## src/rtl/ctl_i2c_pkg.sv

```systemverilog
package ctl_i2c_pkg;
    localparam logic [6:0] DEV_CTRL = 7'b1101111;
    localparam logic [6:0] DEV_ALT  = 7'b1010111;

    typedef enum logic [2:0] {
        ST_IDLE, ST_RX, ST_ACK, ST_TX, ST_MACK, ST_TXLD, ST_SKIP
    } eng_st_e;

    typedef enum logic [1:0] {
        PH_DEV, PH_WORD, PH_DATA
    } eng_ph_e;
endpackage

```

## src/rtl/ctl_i2c_linefilt.sv

```systemverilog
module ctl_i2c_linefilt #(
    parameter int STABLE = 3
) (
    input  logic clk,
    input  logic rst_n,
    input  logic din,
    output logic dout
);
    localparam int CW = $clog2(STABLE + 1);

    typedef struct packed {
        logic          s1;
        logic          s2;
        logic          f;
        logic [CW-1:0] cnt;
    } lf_s;

    lf_s lf_d, lf_q;

    always_comb begin
        lf_d    = lf_q;
        lf_d.s1 = din;
        lf_d.s2 = lf_q.s1;
        if (lf_q.s2 == lf_q.f) begin
            lf_d.cnt = '0;
        end else if (lf_q.cnt == CW'(STABLE - 1)) begin
            lf_d.f   = lf_q.s2;
            lf_d.cnt = '0;
        end else begin
            lf_d.cnt = lf_q.cnt + 1'b1;
        end
    end

    always_ff @(posedge clk or negedge rst_n) begin
        if (!rst_n) lf_q <= '{s1: 1'b1, s2: 1'b1, f: 1'b1, cnt: '0};
        else        lf_q <= lf_d;
    end

    assign dout = lf_q.f;

    logic f_w, s2_w;
    assign f_w  = lf_q.f;
    assign s2_w = lf_q.s2;


    filt_hold_chk: assert property (@(posedge clk) disable iff (!rst_n)
        (f_w != $past(f_w)) |-> ($past(s2_w) == f_w));
endmodule

```

## src/rtl/ctl_i2c_cond.sv

```systemverilog
module ctl_i2c_cond #(
    parameter int STABLE = 3
) (
    input  logic clk,
    input  logic rst_n,
    input  logic scl_i,
    input  logic sda_i,
    output logic scl_f,
    output logic sda_f,
    output logic scl_rise,
    output logic scl_fall,
    output logic bus_start,
    output logic bus_stop
);
    localparam int NLINE = 2;

    logic [NLINE-1:0] raw, filt;
    assign raw = {sda_i, scl_i};

    for (genvar g = 0; g < NLINE; g++) begin : g_line
        ctl_i2c_linefilt #(.STABLE(STABLE)) u_filt (
            .clk  (clk),
            .rst_n(rst_n),
            .din  (raw[g]),
            .dout (filt[g])
        );
    end

    typedef struct packed {
        logic [NLINE-1:0] prev;
    } cd_s;

    cd_s cd_d, cd_q;

    always_comb begin
        cd_d      = cd_q;
        cd_d.prev = filt;
    end

    always_ff @(posedge clk or negedge rst_n) begin
        if (!rst_n) cd_q <= '{prev: '1};
        else        cd_q <= cd_d;
    end

    assign scl_f     = filt[0];
    assign sda_f     = filt[1];
    assign scl_rise  = filt[0] & ~cd_q.prev[0];
    assign scl_fall  = ~filt[0] & cd_q.prev[0];
    assign bus_start = filt[0] & cd_q.prev[0] & cd_q.prev[1] & ~filt[1];
    assign bus_stop  = filt[0] & cd_q.prev[0] & ~cd_q.prev[1] & filt[1];
endmodule

```

## src/rtl/ctl_i2c_engine.sv

```systemverilog
module ctl_i2c_engine
    import ctl_i2c_pkg::*;
#(
    parameter int         NREG     = 20,
    parameter logic [6:0] DEV_A    = DEV_CTRL,
    parameter logic [6:0] DEV_B    = DEV_ALT,
    localparam int        PW       = $clog2(NREG)
) (
    input  logic          clk,
    input  logic          rst_n,
    input  logic          pwr_fail,
    input  logic          scl_f,
    input  logic          sda_f,
    input  logic          scl_rise,
    input  logic          scl_fall,
    input  logic          bus_start,
    input  logic          bus_stop,
    input  logic [7:0]    rdata,
    output logic          sda_oe,
    output logic          sel,
    output logic [PW-1:0] addr,
    output logic          wr,
    output logic [7:0]    wdata
);
    typedef struct packed {
        eng_st_e       st;
        eng_ph_e       ph;
        logic [3:0]    cnt;
        logic [7:0]    sr;
        logic [7:0]    wd;
        logic [PW-1:0] ptr;
        logic          sel;
        logic          rd;
        logic          dummy;
        logic          oe;
        logic          wr;
    } eng_s;

    eng_s e_d, e_q;

    logic          hit_a, hit_b, space_bad;
    logic [PW-1:0] ptr_inc, ptr_fold;

    assign hit_a     = (e_q.sr[7:1] == DEV_A);
    assign hit_b     = (e_q.sr[7:1] == DEV_B);
    assign space_bad = e_q.sr[0] & e_q.dummy & (hit_b != e_q.sel);
    assign ptr_inc   = (e_q.ptr == PW'(NREG - 1)) ? '0 : e_q.ptr + 1'b1;
    assign ptr_fold  = PW'({24'd0, e_q.sr} % NREG);

    always_comb begin
        e_d    = e_q;
        e_d.wr = 1'b0;
        if (pwr_fail) begin
            e_d.st    = ST_IDLE;
            e_d.oe    = 1'b0;
            e_d.dummy = 1'b0;
        end else if (bus_stop) begin
            e_d.st    = ST_IDLE;
            e_d.oe    = 1'b0;
            e_d.dummy = 1'b0;
        end else if (bus_start) begin
            e_d.st  = ST_RX;
            e_d.ph  = PH_DEV;
            e_d.cnt = '0;
            e_d.oe  = 1'b0;
        end else begin
            unique case (e_q.st)
                ST_RX: begin
                    if (scl_rise) begin
                        e_d.sr  = {e_q.sr[6:0], sda_f};
                        e_d.cnt = e_q.cnt + 1'b1;
                    end else if (scl_fall && e_q.cnt == 4'd8) begin
                        unique case (e_q.ph)
                            PH_DEV: begin
                                if (!(hit_a || hit_b) || space_bad) begin
                                    e_d.st = ST_SKIP;
                                end else begin
                                    e_d.sel = hit_b;
                                    e_d.rd  = e_q.sr[0];
                                    e_d.oe  = 1'b1;
                                    e_d.st  = ST_ACK;
                                end
                            end
                            PH_WORD: begin
                                e_d.ptr   = ptr_fold;
                                e_d.dummy = 1'b1;
                                e_d.oe    = 1'b1;
                                e_d.st    = ST_ACK;
                            end
                            default: begin
                                e_d.wr = 1'b1;
                                e_d.wd = e_q.sr;
                                e_d.oe = 1'b1;
                                e_d.st = ST_ACK;
                            end
                        endcase
                    end
                end
                ST_ACK: begin
                    if (scl_fall) begin
                        e_d.oe  = 1'b0;
                        e_d.cnt = '0;
                        if (e_q.ph == PH_DEV && e_q.rd) begin
                            e_d.sr  = {rdata[6:0], 1'b0};
                            e_d.oe  = ~rdata[7];
                            e_d.cnt = 4'd1;
                            e_d.ptr = ptr_inc;
                            e_d.st  = ST_TX;
                        end else if (e_q.ph == PH_DEV) begin
                            e_d.ph = PH_WORD;
                            e_d.st = ST_RX;
                        end else if (e_q.ph == PH_WORD) begin
                            e_d.ph = PH_DATA;
                            e_d.st = ST_RX;
                        end else begin
                            e_d.st = ST_SKIP;
                        end
                    end
                end
                ST_TX: begin
                    if (scl_fall) begin
                        if (e_q.cnt == 4'd8) begin
                            e_d.oe = 1'b0;
                            e_d.st = ST_MACK;
                        end else begin
                            e_d.oe  = ~e_q.sr[7];
                            e_d.sr  = {e_q.sr[6:0], 1'b0};
                            e_d.cnt = e_q.cnt + 1'b1;
                        end
                    end
                end
                ST_MACK: begin
                    if (scl_rise) e_d.st = sda_f ? ST_SKIP : ST_TXLD;
                end
                ST_TXLD: begin
                    if (scl_fall) begin
                        e_d.sr  = {rdata[6:0], 1'b0};
                        e_d.oe  = ~rdata[7];
                        e_d.cnt = 4'd1;
                        e_d.ptr = ptr_inc;
                        e_d.st  = ST_TX;
                    end
                end
                default: ;
            endcase
        end
    end

    always_ff @(posedge clk or negedge rst_n) begin
        if (!rst_n) begin
            e_q <= '{st: ST_IDLE, ph: PH_DEV, cnt: '0, sr: '0, wd: '0,
                     ptr: '0, sel: 1'b0, rd: 1'b0, dummy: 1'b0, oe: 1'b0, wr: 1'b0};
        end else begin
            e_q <= e_d;
        end
    end

    assign sda_oe = e_q.oe;
    assign sel    = e_q.sel;
    assign addr   = e_q.ptr;
    assign wr     = e_q.wr;
    assign wdata  = e_q.wd;


    oe_scl_high_chk: assert property (@(posedge clk) disable iff (!rst_n)
        (scl_f && $past(scl_f) && !pwr_fail && !bus_start && !bus_stop) |-> $stable(sda_oe));

    pwr_quiet_chk: assert property (@(posedge clk) disable iff (!rst_n)
        pwr_fail |=> (!sda_oe && !wr));

    ptr_range_chk: assert property (@(posedge clk) disable iff (!rst_n)
        addr < PW'(NREG));

    wr_single_chk: assert property (@(posedge clk) disable iff (!rst_n)
        wr |=> !wr);
endmodule

```

## src/rtl/ctl_i2c_regslave.sv

```systemverilog
module ctl_i2c_regslave
    import ctl_i2c_pkg::*;
#(
    parameter int         NREG   = 20,
    parameter int         STABLE = 3,
    parameter logic [6:0] DEV_A  = DEV_CTRL,
    parameter logic [6:0] DEV_B  = DEV_ALT,
    localparam int        PW     = $clog2(NREG)
) (
    input  logic          clk,
    input  logic          rst_n,
    input  logic          pwr_fail,
    input  logic          scl_i,
    input  logic          sda_i,
    output logic          sda_oe,
    output logic          reg_sel,
    output logic [PW-1:0] reg_addr,
    output logic          reg_wr,
    output logic [7:0]    reg_wdata,
    input  logic [7:0]    reg_rdata
);
    logic scl_f, sda_f, scl_rise, scl_fall, bus_start, bus_stop;

    ctl_i2c_cond #(.STABLE(STABLE)) u_cond (
        .clk      (clk),
        .rst_n    (rst_n),
        .scl_i    (scl_i),
        .sda_i    (sda_i),
        .scl_f    (scl_f),
        .sda_f    (sda_f),
        .scl_rise (scl_rise),
        .scl_fall (scl_fall),
        .bus_start(bus_start),
        .bus_stop (bus_stop)
    );

    ctl_i2c_engine #(.NREG(NREG), .DEV_A(DEV_A), .DEV_B(DEV_B)) u_engine (
        .clk      (clk),
        .rst_n    (rst_n),
        .pwr_fail (pwr_fail),
        .scl_f    (scl_f),
        .sda_f    (sda_f),
        .scl_rise (scl_rise),
        .scl_fall (scl_fall),
        .bus_start(bus_start),
        .bus_stop (bus_stop),
        .rdata    (reg_rdata),
        .sda_oe   (sda_oe),
        .sel      (reg_sel),
        .addr     (reg_addr),
        .wr       (reg_wr),
        .wdata    (reg_wdata)
    );
endmodule

```

## config.mk

```make
export PLATFORM = sky130hd
export DESIGN_NAME = ctl_i2c_regslave
export DESIGN_NICKNAME = d
export VERILOG_FILES = /design/src/rtl/ctl_i2c_pkg.sv /design/src/rtl/ctl_i2c_linefilt.sv /design/src/rtl/ctl_i2c_cond.sv /design/src/rtl/ctl_i2c_engine.sv /design/src/rtl/ctl_i2c_regslave.sv
export SDC_FILE = /design/constraint.sdc
export NUM_CORES = 1
export LEC_CHECK = 0
export BUFFER_PORTS_ARGS = -buffer_cell sky130_fd_sc_hd__buf_2
export CAP_MARGIN = 20
export CORE_ASPECT_RATIO = 1.4
export CORE_MARGIN = 2
export CORE_UTILIZATION = 45
export DETAILED_ROUTE_END_ITERATION = 8
export PLACE_DENSITY = 0.71
export SETUP_SLACK_MARGIN = 0.4
export SYNTH_ARGS = -nofsm -noshare
export SYNTH_HDL_FRONTEND = slang
export SYNTH_SLANG_ARGS = --single-unit
export TNS_END_PERCENT = 1
```

## constraint.sdc

```tcl
create_clock -name clk -period 5.9 [get_ports clk]
set_input_delay 1.475 -clock clk [delete_from_list [all_inputs] [get_ports clk]]
set_output_delay 1.475 -clock clk [all_outputs]
set_load 0.005 [all_outputs]
```

# After elaboration in Yosys (flattened, before gate mapping)
# Cells that the tools add are included.
[op_classes]
n_lt_le_gt_ge = 0
eq_ne = 40
n_bitwise = 23
div_mod_pow = 1
mul = 0
muxes = 62
shift = 0
n_reduce_logical = 29
n_addsub = 4
[op_table]
columns = ["operator", "n"]
rows = [
  ["two-way mux 12 bit", 4],
  ["one-hot mux 12 bit (4 select lines)", 1],
  ["two-way mux 5 bit", 9],
  ["two-way mux 3 bit", 12],
  ["remainder unit 8 x 5 -> 32 bit, second input constant", 1],
  ["inequality test 5 x 4 -> 1 bit, second input constant", 5],
  ["two-way mux 2 bit", 12],
  ["AND reduction 8 bit", 3],
  ["two-way mux 10 bit", 2],
  ["AND reduction 10 bit", 2],
  ["two-way mux 9 bit", 2],
  ["two-way mux 17 bit", 1],
  ["two-way mux 1 bit", 16],
  ["inequality test 3 x 2 -> 1 bit, second input constant", 5],
  ["one-hot mux 3 bit (5 select lines)", 1],
  ["one-hot mux 5 bit (3 select lines)", 1],
  ["== test 7 bit, second input constant", 2],
  ["inverter 1 bit", 14],
  ["AND reduction 7 bit", 2],
  ["inequality test 2 x 1 -> 1 bit, second input constant", 6],
  ["nonzero test 3 bit", 4],
  ["inequality test 5 bit, second input constant", 2],
  ["nonzero test 5 bit", 2],
  ["bitwise AND 1 bit", 9],
  ["other kinds (28)", 41],
]
[totals]
mem_bits_rw = 0
reg_bits = 47
n_memories = 0
input_bits = 13
mem_bits_ro = 0
latch_bits = 0
output_inout_bits = 16
word_cells = 179

# Logic depth before layout (Yosys ltp)
[depth]
ltp_word = 12
ltp_mapped = 11
ltp_nobuf = 9

# Hierarchy
# A second synthesis with hierarchy kept.
[hier_totals]
hier_cells = 324
area_unflattened_um2 = 2952.8
[modules_own_cells]
columns = ["mod", "cells_each", "instances", "seq_area_each_um2", "area_each_um2"]
rows = [
  ["ctl_i2c_engine", 298, 1, 875.8, 2509.9],
  ["ctl_i2c_linefilt", 10, 2, 128.9, 178.9],
  ["ctl_i2c_cond", 6, 1, 52.6, 85.1],
]

# Least setup slack after synthesis
# No wires, ideal clock.
[synth_path]
path_type = "input to register"
start = "in pwr_fail"
end = "reg u_engine.e_q[19] (netlist name)"
setup_slack_ns = 3.152
cell_stages = 6
setup_ns = 0.136
arrival_time_ns = 2.612
t_required_ns = 5.764
path_buffers = 1
cell_sequence = "a31oi_1 o21a_1 nand2_1 clkbuf_1 nand2_1 o21ai_0"
[synth_between]
elab_chain_cells = 2
[synth_lines]
columns = ["item", "line_no", "text"]
rows = [
  ["start: declaration", "ctl_i2c_regslave.sv:12", "input logic pwr_fail,"],
  ["inverter 1 bit (no source line)", "n/a", ""],
  ["AND reduction 10 bit (no source line)", "n/a", ""],
  ["end signal: assignment", "ctl_i2c_engine.sv:151", "e_q <= '{st: ST_IDLE, ph: PH_DEV, cnt: '0, sr: '0, wd: '0,"],
  ["end: declaration", "ctl_i2c_engine.sv:39", "eng_s e_d, e_q;"],
]
# No other way between the ends.
# A chain may end at the register's enable or synchronous reset.

# Worst setup path after layout
[layout_path]
start = "reg u_engine.e_q[23] (netlist name)"
end = "reg u_engine.e_q, in the netlist u_engine.addr[2]"
[layout_between]
elab_chain_cells = 5
[layout_lines]
columns = ["item", "line_no", "text"]
rows = [
  ["remainder unit 8 x 5 -> 32 bit", "ctl_i2c_engine.sv:48", "assign ptr_fold = PW'({24'd0, e_q.sr} % NREG);"],
  ["two-way mux 5 bit", "ctl_i2c_engine.sv:73", "unique case (e_q.ph)"],
  ["two-way mux 10 bit", "ctl_i2c_engine.sv:72", "end else if (scl_fall && e_q.cnt == 4'd8) begin"],
  ["two-way mux 10 bit", "ctl_i2c_engine.sv:69", "if (scl_rise) begin"],
  ["one-hot mux 5 bit (3 select lines)", "ctl_i2c_engine.sv:67", "unique case (e_q.st)"],
]
# No other way between the ends. The select of a mux whose other input is x is not followed.

==> qor.txt <==
Flops & latches, synth = 47
Sequential area share after synthesis = 0.405
Max cap viols = 0
Placed Instances = 400
Num CTS Buffers = 5
Final core occ = 0.496
Final net count = 354
Total gr overflow = 0
Internal power = 0.827 mW
Highest routed layer = met4
Vias per std cell = 5.91
Layout fillers = 610
Clock root cell = clkbuf_8
Top_reg_cell synth = dfrtp_1
Post-synthesis cell type count = 54
Drt drc = 0
Iter 0 DRT Violations = 185
Core ar. = 6250 um2
R2R setup slack = 2.89 ns
CP Launch Point = u_engine.e_q[23]
DRT met1 WL = 2810 um
Number of flops mapped to enable cells by yosys = 0
CTS tree = built
Clock power frac = 0.131
Pwr dens = 489 nW/um2
Crit path capture = u_engine.addr[2]
IO Pins = 29
Leakage = 1.40 nW
CP endpoint kind = flop
Total power = 1.52 mW
Final slew viol count = 0
Synth area leader = dfrtp_1
Cell Area, Synth = 2930 um2
Crit start category = flop
R2r startpoint = u_engine.e_q[23]
Die Area = 7170 um2
Synth area leaders = dfrtp_1 (33%), dfstp_2 (7.2%), o21ai_0 (5.5%)
Final setup fails = 0
Vias = 2,424
Final GP Congestion = 0.902
Layout area overhead = 5.99%
Layout Skew = 0.00836 ns
CTS max path bufs = 2
Critical Path Fanout Max = 19
Post-synth ARST share = 1.00
Max H-tree Level = 2
Crit share post-route = 0.510
Hold_ws = 0.359 ns
Switching Fraction = 0.455
First-pass GRT wire length = 10,800 um
Initial core utilization = 0.468
Sequential power share = 0.395
YS warnings = 0
IO buf count = 28
Met2 wire len = 3300 um
Comb pwr share = 0.474
Hold buffers post-CTS = 0
Clock transition at path regs = 0.10 ns
Post-Place Setup Slack = 2.85 ns
Worst Hold Class = reg -> reg
Initial antenna violation count = 0
DIE HEIGHT = 99.4 um
Die X = 72.2 um
Post-DP HPWL = 4660 um
N_diodes = 0
Synth Instances = 329
Post-CTS setup buffer count = 0
Status = finished, final reports clean
NetSw = 0.691 mW
Critical Path AT = 3.18 ns
Worst slew pin tran = 0.767 ns
Number of global-route vias before repair = 2,274
Required time worst endpoint = 6.07 ns
Rows = 34
Met3 WL = 280 um
Fin. Hold Viols = 0
Pre-Repair DR Iteration Count = 5
GRT Total Usage = 0.191
Fin worst setup slack = 2.89 ns
R2R Path End = u_engine.addr[2]
RSZ-0062 raised after global routing = false
Critical Setup Path Class = reg -> reg
Worst R2R Path Depth = 9
Worst skew pair latency = 0.31 ns
Peak Freq = 332 MHz
WL per Instance = 15.8 um
Final wirelength = 6490 um
Dpl cell area = 2990 um2
Cts repair resizes = 0
Avg Synthesized Cell Area = 8.90 um2
Max_slew headroom = 0.485
CTS sink cnt = 47
Share of the synthesized area in the top cell type = 0.333
Final min period = 3.01 ns
Final cell count without fillers = 410
Setup TNS = 0 ns
Maximum VDD drop = 0.000268 V
DRT antenna net count = 0
Largest net degree at the start of global routing = 48
Net count after synthesis = 346
Final Cell Area = 3100 um2
Share of cells above drive strength 1 = 0.186
==> placed cells by master, fill, tap and decap left out, drive strengths merged, types with 10 or more instances in the layout <==
| cell | instances |
|---|---|
| a21oi | 23 |
| buf | 31 |
| dfrtp | 39 |
| inv | 13 |
| mux2 | 13 |
| nand2 | 32 |
| nor2 | 18 |
| nor2b | 10 |
| nor3 | 12 |
| o21ai | 34 |
==> worst max-delay path, stage by stage, from the launching register on <==
cell and delay [ns]:
dfrtp_1 0.57, or2_4 0.33, ha_1 0.30, nor2b_1 0.28, a21oi_1 0.17, or3_1 0.42, nor3_1 0.30, a211oi_1 0.14
nor3b_1 0.26, a211oi_1 0.09
==> state kept, by name, indices dropped and copies added (netlist names) <==
signal and count:
u_engine.e_q 19, u_engine.wdata 8, u_engine.addr 5, u_cond.g_line.u_filt.lf_q 4, u_cond.cd_q 2, u_cond.g_line.u_filt.dout 2
u_cond.g_line.u_filt.lf_d 2, u_cond.g_line.u_filt.s2_w 2, u_engine.sda_oe 1, u_engine.sel 1, u_engine.wr 1
==> final cells by class <==
class	count	area (um2)	area share
multi-input cells	239	1510	0.488
flip-flops and latches	47	1190	0.382
repair buffers	31	175	0.0565
well taps	72	90.1	0.0290
clock buffers	5	68.8	0.0222
inverters	13	48.8	0.0157
clock inverters	3	20.0	0.00645
==> logic make-up after synthesis <==
logic type	share of synthesized area
AO/OA/AOI/OAI	0.226
adder cells (fa/ha/maj)	0.0171
XOR/XNOR	0.0150
AND/OR/NAND/NOR	0.198
flip-flops	0.405
buffers and inverters	0.0778
multiplexers	0.0603
==> routing by layer <==
| layer | GRT usage | vias to the layer above |
|---|---|---|
| met5 | 0 | - |
| met4 | 0.0755 | 0 |
| met3 | 0.0365 | 7 |
| met2 | 0.327 | 68 |
| met1 | 0.233 | 1154 |
| li1 | - | 1195 |
==> cells in the mapped netlist, types with 4 or more instances <==
library cell / number
a211oi_1: 5
nand3b_1: 4
a21oi_1: 23
nand2_1: 32
inv_1: 13
nor3b_1: 7
buf_2: 5
buf_4: 14
nor2b_1: 10
o21ai_0: 32
ha_1: 4
nand4_1: 4
nor2_1: 18
nand2b_1: 6
nor3_1: 12
mux2_2: 13
xnor2_1: 4
nand3_1: 6
dfstp_2: 8
dfrtp_1: 39
a22oi_1: 8
clkbuf_1: 9
==> power groups by stage <==
stage	logic [mW]	registers, mW	clock network (mW)
CTS	0.711	0.596	0.206
finish	0.720	0.599	0.199
floorplan	0.675	0.489	0
global route	0.807	0.619	0.219
detailed placement	0.707	0.602	0
global placement	0.695	0.599	0
==> how the worst min path moves through the flow <==
stage,slack (ns),cells past startpoint,start,end
5_1_grt,0.36,0,u_cond.g_line[0].u_filt.lf_d[3],u_cond.g_line[0].u_filt.s2_w
3_5_place_dp,0.35,0,u_cond.g_line[0].u_filt.lf_d[3],u_cond.g_line[0].u_filt.s2_w
2_1_floorplan,0.35,0,u_cond.g_line[0].u_filt.lf_d[3],u_cond.g_line[0].u_filt.s2_w
3_3_place_gp,0.35,0,u_cond.g_line[0].u_filt.lf_d[3],u_cond.g_line[0].u_filt.s2_w
6_report,0.36,0,u_cond.g_line[0].u_filt.lf_d[3],u_cond.g_line[0].u_filt.s2_w
4_1_cts,0.36,0,u_cond.g_line[0].u_filt.lf_d[3],u_cond.g_line[0].u_filt.s2_w
Power figures use the tool's default switching activity.
